<file path="config.mk">
export PLATFORM = sky130hd
export DESIGN_NAME = lsens_readout
export DESIGN_NICKNAME = d
export VERILOG_FILES = /design/src/rtl/lsr_pkg.sv /design/src/rtl/lsr_clkgen.sv /design/src/rtl/lsr_phase_seq.sv /design/src/rtl/lsr_pix_counter.sv /design/src/rtl/lsens_readout.sv
export SDC_FILE = /design/constraint.sdc
export NUM_CORES = 1
export LEC_CHECK = 0
export BUFFER_PORTS_ARGS = -buffer_cell sky130_fd_sc_hd__buf_4
export CORE_MARGIN = 2
export CORE_UTILIZATION = 55
export DETAILED_ROUTE_END_ITERATION = 10
export PLACE_DENSITY = 0.85
export SLEW_MARGIN = 25
export SYNTH_ARGS = -nofsm -noshare
export SYNTH_HDL_FRONTEND = slang
export SYNTH_SLANG_ARGS = --single-unit
</file>
<file path="constraint.sdc">
create_clock -name clk -period 4.4 [get_ports clk]
set_clock_uncertainty 0.1 [all_clocks]
set_input_delay 0.22 -clock clk [delete_from_list [all_inputs] [get_ports clk]]
set_output_delay 0.22 -clock clk [all_outputs]
set_load 0.02 [all_outputs]
</file>
<file path="src/rtl/lsr_pkg.sv">
package lsr_pkg;
  typedef enum logic [1:0] {
    PH_IDLE = 2'd0,
    PH_LOW  = 2'd1,
    PH_HIGH = 2'd2
  } lsr_phase_t;

  // Sensor-clock falls from the reset fall to the first strobe.
  localparam int FIRST_SAMPLE_FALL = 19;
  // Sensor-clock falls between consecutive pixel strobes.
  localparam int SAMPLE_STEP = 4;
  // Fixed term of the low-phase length (4*N + VIDEO_TAIL).
  localparam int VIDEO_TAIL = 17;
endpackage

</file>
<file path="src/rtl/lsr_clkgen.sv">
module lsr_clkgen #(
  parameter int HALF_DIV = 25
) (
  input  logic clk,
  input  logic rst,
  input  logic run,
  output logic sns_clk,
  output logic fall_tick
);
  localparam int DIV_W = $clog2(HALF_DIV + 1);

  logic [DIV_W-1:0] div_cnt;
  logic             wrap;

  assign wrap      = (div_cnt == DIV_W'(HALF_DIV - 1));
  assign fall_tick = run && wrap && sns_clk;

  always_ff @(posedge clk) begin
    if (rst || !run) begin
      div_cnt <= '0;
      sns_clk <= 1'b0;
    end else if (wrap) begin
      div_cnt <= '0;
      sns_clk <= ~sns_clk;
    end else begin
      div_cnt <= div_cnt + DIV_W'(1);
    end
  end
endmodule

</file>
<file path="src/rtl/lsr_phase_seq.sv">
module lsr_phase_seq
  import lsr_pkg::*;
#(
  parameter int LEN_W         = 20,
  parameter int MIN_LOW_CLKS  = 20,
  parameter int MIN_HIGH_CLKS = 10
) (
  input  logic             clk,
  input  logic             rst,
  input  logic             run,
  input  logic             fall_tick,
  input  logic [LEN_W-1:0] video_len,
  input  logic [LEN_W-1:0] integ_len,
  output logic             sns_rst,
  output logic             line_start
);
  lsr_phase_t       phase;
  logic [LEN_W-1:0] cnt;
  logic [LEN_W-1:0] low_len;
  logic [LEN_W-1:0] high_len;
  logic [LEN_W-1:0] next_low;
  logic [LEN_W-1:0] next_high;
  logic             cnt_hit_low;
  logic             cnt_hit_high;

  // Clamp requested phase lengths to their floors.
  assign next_low  = (video_len > LEN_W'(MIN_LOW_CLKS))  ? video_len : LEN_W'(MIN_LOW_CLKS);
  assign next_high = (integ_len > LEN_W'(MIN_HIGH_CLKS)) ? integ_len : LEN_W'(MIN_HIGH_CLKS);

  assign cnt_hit_low  = (cnt + LEN_W'(1)) == low_len;
  assign cnt_hit_high = (cnt + LEN_W'(1)) == high_len;

  assign line_start = fall_tick &&
                      ((phase == PH_IDLE) || ((phase == PH_HIGH) && cnt_hit_high));

  always_ff @(posedge clk) begin
    if (rst || !run) begin
      phase    <= PH_IDLE;
      cnt      <= '0;
      low_len  <= LEN_W'(MIN_LOW_CLKS);
      high_len <= LEN_W'(MIN_HIGH_CLKS);
      sns_rst  <= 1'b1;
    end else if (line_start) begin
      phase    <= PH_LOW;
      cnt      <= '0;
      low_len  <= next_low;
      high_len <= next_high;
      sns_rst  <= 1'b0;
    end else if (fall_tick) begin
      if ((phase == PH_LOW) && cnt_hit_low) begin
        phase   <= PH_HIGH;
        cnt     <= '0;
        sns_rst <= 1'b1;
      end else begin
        cnt <= cnt + LEN_W'(1);
      end
    end
  end
endmodule

</file>
<file path="src/rtl/lsr_pix_counter.sv">
module lsr_pix_counter
  import lsr_pkg::*;
#(
  parameter int SENS_W = 3,
  parameter int PIX_W  = 8
) (
  input  logic              clk,
  input  logic              rst,
  input  logic              run,
  input  logic              fall_tick,
  input  logic              line_start,
  input  logic [SENS_W-1:0] sens_cnt,
  input  logic [PIX_W-1:0]  pix_cnt,
  output logic              busy,
  output logic              sample,
  output logic [SENS_W-1:0] sens_idx,
  output logic [PIX_W-1:0]  pix_idx,
  output logic              line_done
);
  localparam int WAIT_W = $clog2(FIRST_SAMPLE_FALL + 1);

  logic [WAIT_W-1:0] wait_cnt;
  logic [SENS_W-1:0] cur_sens;
  logic [PIX_W-1:0]  cur_pix;
  logic [SENS_W-1:0] last_sens;
  logic [PIX_W-1:0]  last_pix;
  logic              done_arm;
  logic              last_in_sens;

  assign last_in_sens = (cur_pix == last_pix);

  always_ff @(posedge clk) begin
    if (rst || !run) begin
      busy      <= 1'b0;
      wait_cnt  <= '0;
      cur_sens  <= '0;
      cur_pix   <= '0;
      last_sens <= '0;
      last_pix  <= '0;
      sample    <= 1'b0;
      sens_idx  <= '0;
      pix_idx   <= '0;
      done_arm  <= 1'b0;
      line_done <= 1'b0;
    end else begin
      sample    <= 1'b0;
      done_arm  <= 1'b0;
      line_done <= done_arm;
      if (line_start) begin
        busy      <= 1'b1;
        wait_cnt  <= WAIT_W'(FIRST_SAMPLE_FALL);
        cur_sens  <= '0;
        cur_pix   <= '0;
        last_sens <= sens_cnt - SENS_W'(1);
        last_pix  <= pix_cnt - PIX_W'(1);
      end else if (fall_tick && busy) begin
        if (wait_cnt == WAIT_W'(1)) begin
          sample   <= 1'b1;
          sens_idx <= cur_sens;
          pix_idx  <= cur_pix;
          wait_cnt <= WAIT_W'(SAMPLE_STEP);
          if (last_in_sens) begin
            cur_pix <= '0;
            if (cur_sens == last_sens) begin
              busy     <= 1'b0;
              done_arm <= 1'b1;
            end else begin
              cur_sens <= cur_sens + SENS_W'(1);
            end
          end else begin
            cur_pix <= cur_pix + PIX_W'(1);
          end
        end else begin
          wait_cnt <= wait_cnt - WAIT_W'(1);
        end
      end
    end
  end

  // the line-done pulse directly follows a strobe
  a_r7_done_follows_sample: assert property (@(posedge clk) disable iff (rst)
    line_done |-> $past(sample));

  // a line-done pulse lasts one cycle
  a_r7_done_single: assert property (@(posedge clk) disable iff (rst)
    line_done |=> !line_done);
endmodule

</file>
<file path="src/rtl/lsens_readout.sv">
module lsens_readout
  import lsr_pkg::*;
#(
  parameter int HALF_DIV      = 25,
  parameter int SENS_W        = 3,
  parameter int PIX_W         = 8,
  parameter int INT_W         = 16,
  parameter int MIN_LOW_CLKS  = 20,
  parameter int MIN_HIGH_CLKS = 10
) (
  input  logic              clk,
  input  logic              rst,
  input  logic              en,
  input  logic [INT_W-1:0]  integ_clks,
  input  logic [SENS_W-1:0] num_sensors,
  input  logic [PIX_W-1:0]  pix_per_sensor,
  output logic              sns_clk,
  output logic              sns_rst,
  output logic              sample,
  output logic [SENS_W-1:0] sens_idx,
  output logic [PIX_W-1:0]  pix_idx,
  output logic              line_done
);
  localparam int NPIX_W = SENS_W + PIX_W;
  localparam int VID_W  = NPIX_W + 3;
  localparam int LEN_W  = ((VID_W > INT_W) ? VID_W : INT_W) + 1;

  logic              fall_tick;
  logic              line_start;
  logic              busy;
  logic [SENS_W-1:0] sens_eff;
  logic [PIX_W-1:0]  pix_eff;
  logic [NPIX_W-1:0] total_pix;
  logic [LEN_W-1:0]  video_len;
  logic [LEN_W-1:0]  integ_len;

  assign sens_eff  = (num_sensors == '0) ? SENS_W'(1) : num_sensors;
  assign pix_eff   = (pix_per_sensor == '0) ? PIX_W'(1) : pix_per_sensor;
  assign total_pix = NPIX_W'(sens_eff) * NPIX_W'(pix_eff);
  assign video_len = (LEN_W'(total_pix) << 2) + LEN_W'(VIDEO_TAIL);
  assign integ_len = LEN_W'(integ_clks);

  lsr_clkgen #(
    .HALF_DIV (HALF_DIV)
  ) u_clkgen (
    .clk       (clk),
    .rst       (rst),
    .run       (en),
    .sns_clk   (sns_clk),
    .fall_tick (fall_tick)
  );

  lsr_phase_seq #(
    .LEN_W         (LEN_W),
    .MIN_LOW_CLKS  (MIN_LOW_CLKS),
    .MIN_HIGH_CLKS (MIN_HIGH_CLKS)
  ) u_seq (
    .clk        (clk),
    .rst        (rst),
    .run        (en),
    .fall_tick  (fall_tick),
    .video_len  (video_len),
    .integ_len  (integ_len),
    .sns_rst    (sns_rst),
    .line_start (line_start)
  );

  lsr_pix_counter #(
    .SENS_W (SENS_W),
    .PIX_W  (PIX_W)
  ) u_pix (
    .clk        (clk),
    .rst        (rst),
    .run        (en),
    .fall_tick  (fall_tick),
    .line_start (line_start),
    .sens_cnt   (sens_eff),
    .pix_cnt    (pix_eff),
    .busy       (busy),
    .sample     (sample),
    .sens_idx   (sens_idx),
    .pix_idx    (pix_idx),
    .line_done  (line_done)
  );

  // reset pulse edges only where the sensor clock falls
  a_r2_edge_on_fall: assert property (@(posedge clk) disable iff (rst || !en)
    (sns_rst != $past(sns_rst)) |-> $fell(sns_clk));

  // the rising edge never lands inside readout
  a_r3_rise_after_video: assert property (@(posedge clk) disable iff (rst)
    $rose(sns_rst) |-> !busy);

  // strobes coincide with a sensor-clock fall
  a_r5_sample_on_fall: assert property (@(posedge clk) disable iff (rst)
    sample |-> $fell(sns_clk));

  // strobes are issued only during the low phase
  a_r5_sample_in_low: assert property (@(posedge clk) disable iff (rst)
    sample |-> !sns_rst);

  // dropping the enable quiets the outputs
  a_r8_idle_quiet: assert property (@(posedge clk) disable iff (rst)
    !en |=> (!sample && !line_done && sns_rst && !sns_clk));
endmodule

</file>
# ---- Word level (Yosys, flattened, before mapping)
# Cells that the tools add are included.
dict set report totals {
  n_memories 0
  latch_bits 0
  input_bits 30
  regBits 102
  output_inout_bits 15
  romBits 0
  ram_bits 0
  wordCells 95
}
dict set report op_classes {
  n_eq_ne 8
  bitwise 6
  order_cmp 2
  n_addsub 8
  reduce_logical 28
  muxes 22
  n_div 0
  shift 0
  multipliers 1
}
# operator count
set op_table {}
lappend op_table {{$eq 17x17->1} 2}
lappend op_table {{$add 17x1->17 const B} 1}
lappend op_table {{$mux 17} 1}
lappend op_table {{$gt 16x4->1 const B} 1}
lappend op_table {{$mux 16} 1}
lappend op_table {{$mux 8} 2}
lappend op_table {{$mux 5} 3}
lappend op_table {{$add 13x5->14 const B} 1}
lappend op_table {{$gt 14x5->1 const B} 1}
lappend op_table {{$mux 14} 1}
lappend op_table {{$mux 1} 13}
lappend op_table {{$reduce_bool 2->1} 6}
lappend op_table {{$mul 3x8->11} 1}
lappend op_table {{$add 8x1->8 const B} 1}
lappend op_table {{$eq 8x8->1} 1}
lappend op_table {{$logic_not 8->1} 1}
lappend op_table {{$reduce_and 4->1} 2}
lappend op_table {{$sub 8x1->8 const B} 1}
lappend op_table {{$logic_and 1x1->1} 6}
lappend op_table {{$not 1->1} 6}
lappend op_table {{$reduce_and 2->1} 3}
lappend op_table {{$add 5x1->5 const B} 1}
lappend op_table {{$eq 5x1->1 const B} 1}
lappend op_table {{$eq 5x5->1 const B} 1}
lappend op_table {{other kinds (15)} 17}

# ---- Logic depth before layout (Yosys ltp)
# Gate-level depths: netlist of the first run.
dict set report depth {
  word_depth 7
  depth_mapped 17
  mapped_depth_nobuf 15
}

# ---- Hierarchy
# A second synthesis of the first run with hierarchy kept.
dict set report unflattened {
  hier_cells 873
  area_unflattened_um2 7229.4
}
# module area_each_um2 n_inst cells_per_inst
set by_module_without_submodules {}
lappend by_module_without_submodules {lsr_phase_seq 3995.1 1 492}
lappend by_module_without_submodules {lsr_pix_counter 2060.7 1 234}
lappend by_module_without_submodules {lsens_readout 902.1 1 120}
lappend by_module_without_submodules {lsr_clkgen 271.5 1 27}

# ---- Worst setup path before layout of the first run
# Ideal clock, no wire load.
dict set report synth_path {
  path_kind {in2reg}
  from {in pix_per_sensor[2]}
  to {reg u_seq.low_len[4]}
  arrival_ns 4.120
  path_buffers 1
  stages 15
  path_slack_ns 0.037
  setup_ns 0.143
  cell_sequence {clkbuf_1 -> or4_1 -> nor4_1 -> o21ai_0 -> fa_1 -> inv_1 -> ha_1 -> fa_1 -> a211oi_1 -> nor2_1 -> xnor2_1 -> nor4_1 -> mux2_2 -> nand3_1 -> a41oi_1}
}
dict set report synth_between {
  elab_chain_cells 6
}
# item line
set synth_lines {}
lappend synth_lines {{start: declaration} lsens_readout.sv:16} ;# input logic [PIX_W-1:0] pix_per_sensor,
lappend synth_lines {{$logic_not 8->1} lsens_readout.sv:38} ;# assign pix_eff = (pix_per_sensor == '0) ? PIX_W'(1) : pix_per_sensor;
lappend synth_lines {{$mux 8 *} lsens_readout.sv:38}
lappend synth_lines {{$mul 3x8->11 *} lsens_readout.sv:39} ;# assign total_pix = NPIX_W'(sens_eff) * NPIX_W'(pix_eff);
lappend synth_lines {{$add 13x5->14 *} lsens_readout.sv:40} ;# assign video_len = (LEN_W'(total_pix) << 2) + LEN_W'(VIDEO_TAIL);
lappend synth_lines {{$gt 14x5->1} lsr_phase_seq.sv:27} ;# assign next_low = (video_len > LEN_W'(MIN_LOW_CLKS)) ? video_len : LEN_W'(MIN_LOW_CLKS);
lappend synth_lines {{$mux 14 *} lsr_phase_seq.sv:27}
lappend synth_lines {{end signal: assignment} lsr_phase_seq.sv:40} ;# low_len <= LEN_W'(MIN_LOW_CLKS);
lappend synth_lines {{end signal: assignment} lsr_phase_seq.sv:46} ;# low_len <= next_low;
lappend synth_lines {{end: declaration} lsr_phase_seq.sv:19} ;# logic [LEN_W-1:0] low_len;
# Every way passes the cells marked *; elsewhere a longest branch is shown, timed or not.
# A chain may end at the register's enable or synchronous reset.

# ---- Final worst setup path of the first run
dict set report layout_path {
  from {in pix_per_sensor[4]}
  to {reg u_seq.low_len[3]}
}
# Same word-level chain as after synthesis.

==> impl_results.md, run 1 <==
* Normalized max-slew margin at 55.8%
* I/O pins at 45
* Worst vdd rail ir drop at 0.152 mV
* Compound-Gate Fraction of Synth Area at 12.6%
* Die Footprint at 11700 um^2
* Ys async rst share at 0%
* H-tree Lvls at 3
* First-pass GRT wire length at 23.9 mm
* P_leak at 2.48 nW
* Post-synthesis simple-gate area fraction at 27.0%
* Pwr dens at 248 nW/um^2
* Worst EP required at 4.57 ns
* DR vias at 5283
* Core Box Area at 10700 um^2
* Layout cells sized above 1 at 12.1%
* Worst Max-Slew Pin Slew at 0.661 ns
* Final Setup Violations at 0
* Crit path time final at 4.14 ns
* Nets at 826
* Peak per-stage delay on the critical path at 0.55 ns
* Post-Synth Adder-Cell Area at 6.75%
* Synthesized instance count at 738
* Chip width at 108 um
* Remaining antenna violation count at 0
* Main combinational cell family by area after synthesis: simple AND/OR/NAND/NOR gates
* Min-Delay Path Class: input port to register
* Starting Density at 55.8%
* Critical R2R Capture: u_pix.pix_idx[3]
* Synth Net Count at 796
* Avg Inst Size Synth at 8.09 um^2
* Worst slack, placed at -0.153 ns
* Final Max Tran Viols at 0
* CTS buffer count at 9
* Longest Clk Path Bufs at 2
* Post-route clock period utilization at 94.0%
* Area Overhead vs Synth at 11.1%
* Synth cell types at 68
* Register bit count reported by yosys at 97
* Clk_lat worst skew at 0.37 ns
* End of the critical path: u_seq.low_len[3]
* Placed cells at 888
* Seq/Total Area, Yosys at 32.5%
* CP startpoint: pix_per_sensor[4]
* WP data arrival at 4.30 ns
* Critical-path cell list: buf_4 > or4_1 > nor4_1 > o21ai_0 > fa_1 > inv_1 > ha_1 > fa_1 > a211oi_2 > nor2_1 > xnor2_1 > or4_1 > o21ai_0 > nand3_1 > a41o_1
* Synth warn at 0
* Port Buffers at 44
* Setup TNS at 0 ns
* Critical path type: input port to register
* Worst r2r src: u_seq.cnt[0]
* Critical Path Fanout Max at 4
* First-pass detailed-route iteration total at 4
* Drt wl/cell at 15.5 um
* Number of synthesized flops with an enable pin at 0
* Clock Sinks at 97
* Final WL at 14.1 mm
* Largest net degree at the start of global routing at 51
* Starting DRT DRC Count at 291
* Gpl congestion at 0.944
* GR Util All Layers at 25.5%
* Final WS setup at 0.264 ns
* Critical path launch point type: input port
* Max Freq at 0.242 GHz
* Xor/xnor share of the synthesized area at 13.9%
* R2r setup slk at 0.62 ns
* Remaining global-route overflow at 0
* Number of remaining DRC errors at 0
* Cell Area, Synth at 5970 um^2
* Vias in the first global route at 5198
* Root Driver: clkbuf_8
* Dpl hpwl at 10.3 mm
* Tot Pwr at 1.65 mW
* Reg2Reg Depth at 10
* # rows at 38
* Slowest CP cell: fa_1
* Post-synthesis mux area share at 1.19%
* Outcome: completed
* Final Non-Filler Cells at 911
* Vias per cell at 5.80
* Final Hold Viols at 0
* Worst Setup End Kind: register
* Synth Flop Type: dfxtp_1
* RSZ-0062 raised after global routing: false
* CTS tree: built
* Diode count at 0
* Initial antenna violation count at 0
* Max-cap viol count at 0
* Clk slew on worst S/H paths at 0.09 ns
* Die height at 108 um
## cell families after synthesis
group	Yosys count
fa+ha+maj	28
flops	97
compound gates	122
simple gates	312
buf+inv	82
xor+xnor	90
mux	7
## metrics by stage
step / hold WS (ns) / util [%] / cell area, um^2
after floorplan: 0.250 / - / 5970
after global placement: 0.324 / 59.5 / 6370
after detailed placement: 0.339 / 59.5 / 6370
after CTS: 0.00789 / 61.9 / 6630
after global routing: 0.0130 / 62.0 / 6630
final: 0.0141 / 62.0 / 6630
## worst min-delay path by stage
stage | from | end | slack, ns | cells after the start
floorplan | integ_clks[10] | u_seq.high_len[10] | 0.25 | 2
global placement | u_pix.done_arm | u_pix.line_done | 0.32 | 1
detailed placement | u_pix.done_arm | u_pix.line_done | 0.34 | 1
CTS | integ_clks[9] | u_seq.high_len[9] | 0.008 | 3
global route | integ_clks[12] | u_seq.high_len[12] | 0.01 | 3
finish | integ_clks[15] | u_seq.high_len[15] | 0.01 | 3
## layer usage
| layer | global-route usage (%) | wire length [um] |
|---|---|---|
| met5 | 0 | 0 |
| met4 | 10.3 | 444 |
| met2 | 44.1 | 7000 |
| met3 | 4.88 | 672 |
| met1 | 31.2 | 5960 |
## cell type report
| class | count | area (um^2) |
|---|---|---|
| sequential | 97 | 1940 |
| clock inverter | 4 | 30.0 |
| clock buffer | 10 | 138 |
| inverter | 33 | 124 |
| fill | 917 | 4060 |
| timing repair buffer | 68 | 546 |
| tap | 140 | 175 |
| multi-input combinational | 559 | 3680 |
## power by group
group          internal, mW  switching, mW  leakage, nW
Sequential            0.878       0.000832        0.781
Combinational         0.107          0.141         1.62
Clock                 0.217          0.304       0.0846
Total                  1.20          0.447         2.48
## layout by cell type, fill, tap and decap left out, drive strengths merged, types with 4 or more instances in the layout
master,count
dfxtp,97
nor2,81
nand2,64
buf,59
nand3,56
xnor2,52
o21ai,41
a21oi,36
xor2,35
inv,34
nor3,22
ha,21
a211oi,17
nand4,15
nor4,15
clkbuf,10
dlygate4sd3,9
nand2b,7
fa,7
and3,6
mux2i,6
nor2b,6
and2,5
nand3b,5
or4,5
nor4b,4
or3,4
## synthesized netlist by cell type, drive strengths merged (3+ instances only)
master | number | share of area [%]
a211oi | 17 | 2.1
nor3b | 3 | 0.38
nand3b | 5 | 0.63
dfxtp | 97 | 33
or3b | 3 | 0.44
o21ai | 41 | 3.4
inv | 33 | 2.1
or4 | 5 | 0.69
a21oi | 36 | 3.0
fa | 7 | 2.3
and3 | 6 | 0.63
and2 | 5 | 0.52
nand2b | 7 | 0.73
nor2b | 6 | 0.63
or3 | 4 | 0.42
or2 | 3 | 0.31
nor4b | 4 | 0.59
o211ai | 3 | 0.38
nor2 | 81 | 5.1
xnor3 | 3 | 1.1
nor4 | 15 | 1.9
nand3 | 56 | 5.1
nand4 | 15 | 1.7
mux2i | 6 | 1.0
buf | 27 | 2.6
nor3 | 22 | 2.0
xor2 | 35 | 5.1
ha | 21 | 4.4
nand2 | 64 | 4.0
xnor2 | 52 | 7.6
clkbuf | 22 | 1.4
## timing repair
action / in CTS / in global routing
hold buffers: 9 / 0
setup buffers: 0 / 0
gates resized for setup: 0 / 2
endpoints found under the setup margin: 0 / 23
hold endpoints to repair: 9 / 0
## critical path: cells and delay by family
kind / cells / cell delay, ns
AO/OA/AOI/OAI: 4 / 0.98
XOR/XNOR: 1 / 0.18
adder cells (fa/ha/maj): 3 / 1.18
buffers and inverters: 2 / 0.15
AND/OR/NAND/NOR: 5 / 1.60
## flip-flops by register name, summed over array words and instances, names as in the netlist, 2 cells and up
register,flops
u_seq.cnt,17
u_seq.high_len,16
u_seq.low_len,13
u_pix.cur_pix,8
u_pix.last_pix,8
u_pix.pix_idx,8
u_clkgen.div_cnt,5
u_pix.wait_cnt,5
u_pix.cur_sens,3
u_pix.last_sens,3
u_pix.sens_idx,3
u_seq.phase,2
Note: power is estimated with default switching activity, not from simulation.
==> inputs of run 2 (changes only) <==
--- a/config.mk
+++ b/config.mk
@@ -5,10 +5,12 @@
 export SDC_FILE = /design/constraint.sdc
 export NUM_CORES = 1
 export LEC_CHECK = 0
+export ABC_CLOCK_PERIOD_IN_PS = 4400
 export BUFFER_PORTS_ARGS = -buffer_cell sky130_fd_sc_hd__buf_4
 export CORE_MARGIN = 2
 export CORE_UTILIZATION = 55
 export DETAILED_ROUTE_END_ITERATION = 10
+export HOLD_SLACK_MARGIN = 0.1
 export PLACE_DENSITY = 0.85
 export SLEW_MARGIN = 25
 export SYNTH_ARGS = -nofsm -noshare
==> impl_results.md, run 2 (synthesized netlist as in run 1, its figures left out) <==
* Nets at 833 (+0.85%)
* Starting Density at 55.8% (unchanged)
* Tot Pwr at 1.66 mW (+0.50%)
* Remaining global-route overflow at 0 (unchanged)
* H-tree Lvls at 3 (unchanged)
* Comb pwr share at 15.4% (+0.3 points)
* P_sw at 451 uW (+0.90%)
* Top flop regs: u_seq.cnt: 17 flops, u_seq.high_len: 16 flops, u_seq.low_len: 13 flops
* Most common cell after layout, fill and taps aside: dfxtp_1
* Critical Path Fanout Max at 4 (unchanged)
* Layout cells sized above 1 at 12.0% (-0.11 points)
* Max reg flops at 17 (unchanged)
* Worst r2r src: u_seq.cnt[0]
* # rows at 38 (unchanged)
* Worst slack, placed at -0.153 ns (unchanged)
* Number of remaining DRC errors at 0 (unchanged)
* Largest reg by FF count: u_seq.cnt
* Core Util, Final at 62.7% (+0.68 points)
* Vias in the first global route at 5208 (+0.19%)
* Initial antenna violation count at 1 (+1)
* Placed cells at 888 (unchanged)
* Die height at 108 um (unchanged)
* DR vias at 5339 (+1.1%)
* Worst EP required at 4.57 ns (about the same)
* Worst Setup End Kind: register
* Final Hold Viols at 0 (unchanged)
* R2r setup slk at 0.61 ns (about the same)
* Remaining antenna violation count at 0 (unchanged)
* Final WL at 14.3 mm (+1.7%)
* GR Util All Layers at 25.8% (+0.28 points)
* Root Driver: clkbuf_8
* Reg2Reg Depth at 10 (unchanged)
* RSZ-0062 raised after global routing: false
* Final hold slack at 0.108 ns (+0.0940 ns)
* P_int at 1.21 mW (+0.34%)
* Max-cap viol count at 0 (unchanged)
* Peak per-stage delay on the critical path at 0.55 ns (about the same)
* Area Overhead vs Synth at 12.3%
* Final WS setup at 0.248 ns (-0.0166 ns)
* Clk pwr share at 31.6% (about the same)
* Vias per cell at 5.81 (+0.18%)
* First-pass detailed-route iteration total at 5 (+1)
* Hold depth at 3 (unchanged)
* Critical-path cell list: buf_4 > or4_1 > nor4_1 > o21ai_0 > fa_1 > inv_1 > ha_1 > fa_1 > a211oi_2 > nor2_1 > xnor2_1 > or4_1 > o21ai_0 > nand3_1 > a41o_1
* CTS tree: built
* Core Box Area at 10700 um^2 (unchanged)
* Clk slew on worst S/H paths at 0.09 ns (about the same)
* Sequential power share at 53.0% (-0.3 points)
* Slowest CP cell: fa_1
* Die Footprint at 11700 um^2 (unchanged)
* Critical path type: input port to register
* Worst vdd rail ir drop at 0.153 mV (+0.41%)
* Final Setup Violations at 0 (unchanged)
* Worst Max-Slew Pin Slew at 0.640 ns (-0.0210 ns)
* Clk_lat worst skew at 0.37 ns (about the same)
* P_leak at 2.51 nW (+1.2%)
* Normalized max-slew margin at 56.7% (+0.90 points)
* Final Max Tran Viols at 0 (unchanged)
* Port Buffers at 44 (unchanged)
* Hold path endpoint: u_pix.last_pix[2]
* Min-Delay Path Class: input port to register
* Largest net degree at the start of global routing at 51 (unchanged)
* Post-route clock period utilization at 94.4% (+0.38 points)
* Top delay family on crit path: simple AND/OR/NAND/NOR gates
* Starting DRT DRC Count at 262 (-10%)
* Dpl hpwl at 10.3 mm (unchanged)
* Max Freq at 0.241 GHz (-0.40%)
* Drt wl/cell at 15.6 um (+0.80%)
* Chip width at 108 um (unchanged)
* Clock Sinks at 97 (unchanged)
* I/O pins at 45 (unchanged)
* WP data arrival at 4.32 ns (+0.02 ns)
* Most frequent cells in the layout: 97 x dfxtp_1, 81 x nor2_1, 64 x nand2_1, 58 x buf_4, 53 x nand3_1
* Outcome: completed
* CTS buffer count at 9 (unchanged)
* Hold Startpoint: pix_per_sensor[2]
* Setup TNS at 0 ns (unchanged)
* Switching Fraction at 27.2% (+0.11 points)
* Final Non-Filler Cells at 919 (+0.88%)
* Critical path launch point type: input port
* Gpl congestion at 0.944 (unchanged)
* First-pass GRT wire length at 24.1 mm (+0.84%)
* Pwr dens at 247 nW/um^2 (-0.59%)
* Worst path depth at 15 (unchanged)
* Crit path time final at 4.15 ns (+0.0166 ns)
* Placed cell areas at 6370 um^2 (unchanged)
* WP buf/inv at 2 (unchanged)
* Post-route cell area at 6710 um^2 (+1.1%)
* Critical R2R Capture: u_pix.pix_idx[3]
* Longest Clk Path Bufs at 2 (unchanged)
==> run 2: worst max-delay path by stage <==
stage	start	end	slack, ns
after floorplan	pix_per_sensor[2]	u_seq.low_len[4]	0.04
after global placement	pix_per_sensor[4]	u_seq.low_len[3]	0.05
after detailed placement	pix_per_sensor[4]	u_seq.low_len[3]	-0.15
after CTS	pix_per_sensor[4]	u_seq.low_len[11]	0.24
after global routing	pix_per_sensor[4]	u_seq.low_len[3]	0.006
final	pix_per_sensor[4]	u_seq.low_len[3]	0.25
==> run 2: final cells by class <==
| type | instances | area, um^2 |
|---|---|---|
| fill | 906 | 3990 |
| inverter | 33 | 124 |
| clock buffer | 10 | 138 |
| sequential | 97 | 1940 |
| multi-input combinational | 559 | 3680 |
| timing repair buffer | 75 | 616 |
| clock inverter | 4 | 30.0 |
| antenna | 1 | 2.50 |
| tap | 140 | 175 |
==> run 2: power groups by stage <==
stage	combinational [mW]	clock (mW)	sequential, mW
after CTS	0.249	0.530	0.879
after floorplan	0.163	0	0.899
final	0.254	0.523	0.879
after detailed placement	0.237	0	0.899
after global routing	0.285	0.568	0.879
after global placement	0.226	0	0.899
==> run 2: timing repair <==
item | 4_1_cts | 5_1_grt
hold buffers | 16 | 0
setup endpoints to repair | 0 | 22
endpoints found under the hold margin | 16 | 0
buffers inserted | 0 | 0
resized for setup | 0 | 2
==> run 2: layer usage <==
metal	part of all wire, %	GRT usage, %	wire [um]	up-vias
li1	-	-	-	2623
met1	43	31.7	6130	2540
met2	49	44.5	7060	137
met3	4.4	4.52	633	39
met4	3.4	10.7	489	0
met5	0	0	0	-
==> run 2: worst register-to-register path: cells and delay by family, from the launching register on <==
family | cells | cell delay [ns]
fa+ha+maj | 1 | 0.45
simple gates | 4 | 1.21
flops | 1 | 0.54
xor+xnor | 1 | 0.22
buf+inv | 1 | 0.34
compound gates | 3 | 0.84
==> inputs of run 3 (changes only) <==
--- a/config.mk
+++ b/config.mk
@@ -7,11 +7,13 @@
 export LEC_CHECK = 0
 export ABC_CLOCK_PERIOD_IN_PS = 4400
 export BUFFER_PORTS_ARGS = -buffer_cell sky130_fd_sc_hd__buf_4
+export CELL_PAD_IN_SITES_DETAIL_PLACEMENT = 1
+export CELL_PAD_IN_SITES_GLOBAL_PLACEMENT = 2
 export CORE_MARGIN = 2
-export CORE_UTILIZATION = 55
+export CORE_UTILIZATION = 33
 export DETAILED_ROUTE_END_ITERATION = 10
 export HOLD_SLACK_MARGIN = 0.1
-export PLACE_DENSITY = 0.85
+export PLACE_DENSITY = 0.84
 export SLEW_MARGIN = 25
 export SYNTH_ARGS = -nofsm -noshare
 export SYNTH_HDL_FRONTEND = slang
==> impl_results.md, run 3 (synthesized netlist as in run 1, its figures left out) <==
* Clk slew on worst S/H paths at 0.07 ns (-0.02 ns)
* Longest Clk Path Bufs at 2 (unchanged)
* Die height at 138 um (+28%)
* H-tree Lvls at 3 (unchanged)
* Post-route cell area at 6960 um^2 (+3.8%)
* Most frequent cells in the layout: 97 x dfxtp_1, 81 x nor2_1, 64 x nand2_1, 61 x buf_4, 53 x nand3_1
* Clk_lat worst skew at 0.36 ns (about the same)
* Final Setup Violations at 0 (unchanged)
* Crit path time final at 4.08 ns (-0.0685 ns)
* Tot Pwr at 1.93 mW (+17%)
* Die Footprint at 19200 um^2 (+64%)
* Critical path type: input port to register
* Diode count at 0 (-1)
* Max-cap viol count at 0 (unchanged)
* Worst Max-Slew Pin Slew at 0.976 ns (+0.335 ns)
* Outcome: completed
* Worst EP required at 4.55 ns (-0.02 ns)
* Core Box Area at 17800 um^2 (+67%)
* # rows at 49 (+29%)
* Nets at 836 (+0.36%)
* Max Freq at 0.245 GHz (+1.7%)
* Clock Sinks at 97 (unchanged)
* Largest reg by FF count: u_seq.cnt
* Root Driver: clkbuf_16
* Slowest CP cell: fa_1
* CTS tree: built
* Max reg flops at 17 (unchanged)
* Critical Path Fanout Max at 4 (unchanged)
* CTS buffer count at 9 (unchanged)
* Gpl congestion at 0.840 (-11%)
* Critical path launch point type: input port
* Normalized max-slew margin at 35.0% (-22 points)
* Buffer count from post-CTS setup fixing at 0 (unchanged)
* Peak per-stage delay on the critical path at 0.55 ns (about the same)
* First-pass GRT wire length at 28.2 mm (+17%)
* Remaining antenna violation count at 0 (unchanged)
* Chip width at 138 um (+28%)
* Final hold slack at 0.122 ns (+0.0142 ns)
* Starting Density at 33.5% (-22 points)
* Vias in the first global route at 5650 (+8.5%)
* DR vias at 5306 (-0.62%)
* Final Max Tran Viols at 0 (unchanged)
* Dpl hpwl at 12.4 mm (+20%)
* Final Hold Viols at 0 (unchanged)
* Port Buffers at 44 (unchanged)
* I/O pins at 45 (unchanged)
* Most common cell after layout, fill and taps aside: dfxtp_1
* RSZ-0062 raised after global routing: false
* Number of remaining DRC errors at 0 (unchanged)
* # fillers at 2142 (+140%)
* Initial antenna violation count at 0 (-1)
* Multi-input gate area at 3680 um^2 (about the same)
* Area Overhead vs Synth at 16.6%
* Starting DRT DRC Count at 272 (+3.8%)
* Largest net degree at the start of global routing at 65 (+27%)
* Remaining global-route overflow at 0 (unchanged)
* Pwr dens at 278 nW/um^2 (+12%)
* Final WL at 16.6 mm (+16%)
* Critical-path cell list: buf_4 > or4_1 > nor4_1 > o21ai_0 > fa_1 > inv_1 > ha_1 > fa_1 > a211oi_1 > nor2_1 > xnor2_1 > or4_1 > o21ai_0 > nand3_1 > a41o_1
* Min-Delay Path Class: input port to register
* Drt wl/cell at 16.4 um (+5.5%)
* GR Util All Layers at 17.9% (-7.9 points)
* Placed cell areas at 6500 um^2 (+2.1%)
* Worst vdd rail ir drop at 0.166 mV (+8.5%)
* Worst Setup End Kind: register
* P_leak at 2.58 nW (+2.8%)
* First-pass detailed-route iteration total at 4 (-1)
* Area occupied by registers at 1940 um^2 (unchanged)
* Layout cells sized above 1 at 12.4% (+0.43 points)
* Top flop regs: u_seq.cnt: 17 flops, u_seq.high_len: 16 flops, u_seq.low_len: 13 flops
* WP data arrival at 4.24 ns (-0.08 ns)
* Post-route clock period utilization at 92.8% (-1.6 points)
* Vias per cell at 5.24 (-9.8%)
[run 3: cell types whose count changed in the layout (fill, tap and decap cells not counted), moves of 2 or more]
cell | previous run | this run
clkbuf_16 | 0 | 9
clkbuf_8 | 10 | 1
buf_4 | 58 | 61
inv_8 | 0 | 2
[run 3: power breakdown]
part	switching, mW	leakage (nW)	internal, mW
sequential	0.000905	0.781	0.878
clock	0.376	0.144	0.412
combinational	0.149	1.66	0.118
[run 3: routing by layer]
layer  vias to the layer above  global-route usage, %  routed length, um
li1                       2631                      -                  -
met1                      2589                   22.0               7470
met2                        61                   32.0               8440
met3                        25                   1.91                348
met4                         0                   7.14                382
met5                         -                      0                  0
[run 3: timing repair]
action	4_1_cts	5_1_grt
gates resized for setup	0	1
endpoints found under the setup margin	0	1
hold buffers	16	0
hold endpoints to repair	16	0
[run 3: through the flow]
| step | std cells | TNS (ns) | utilization [%] | worst slack, ns |
|---|---|---|---|---|
| final | 1012 | 0 | 39.0 | 0.316 |
| after global routing | 1012 | 0 | 39.0 | 0.0448 |
| after CTS | 1012 | 0 | 39.0 | 0.211 |
| after detailed placement | 980 | -0.439 | 36.4 | -0.141 |
| after global placement | 980 | 0 | 36.4 | 0.00703 |
| after floorplan | 738 | 0 | - | 0.0369 |
[run 3: final cells by class]
| type | instances | share of cell area [%] |
|---|---|---|
| clock inverter | 6 | 0.809 |
| timing repair buffer | 78 | 9.16 |
| multi-input combinational | 559 | 52.8 |
| inverter | 33 | 1.78 |
| clock buffer | 10 | 3.43 |
| sequential | 97 | 27.9 |
| tap | 229 | 4.12 |
[run 3: final timing paths]
path | start | end | slack, ns | cells past startpoint
worst min register to register | u_pix.done_arm | u_pix.line_done | 0.34 | 1
worst max-delay path | pix_per_sensor[4] | u_seq.low_len[3] | 0.32 | 15
worst max register to register | u_seq.cnt[0] | u_pix.pix_idx[3] | 0.47 | 10
worst min-delay path | pix_per_sensor[6] | u_pix.last_pix[6] | 0.12 | 3
[run 3: worst max-delay path: cells and delay by family]
kind / cells / cell delay [ns]
AOI/OAI and AO/OA: 4 / 0.97
and+or+nand+nor: 5 / 1.58
xor gates and xnor gates: 1 / 0.17
adders and majority gates: 3 / 1.16
buffers and inverters: 2 / 0.15
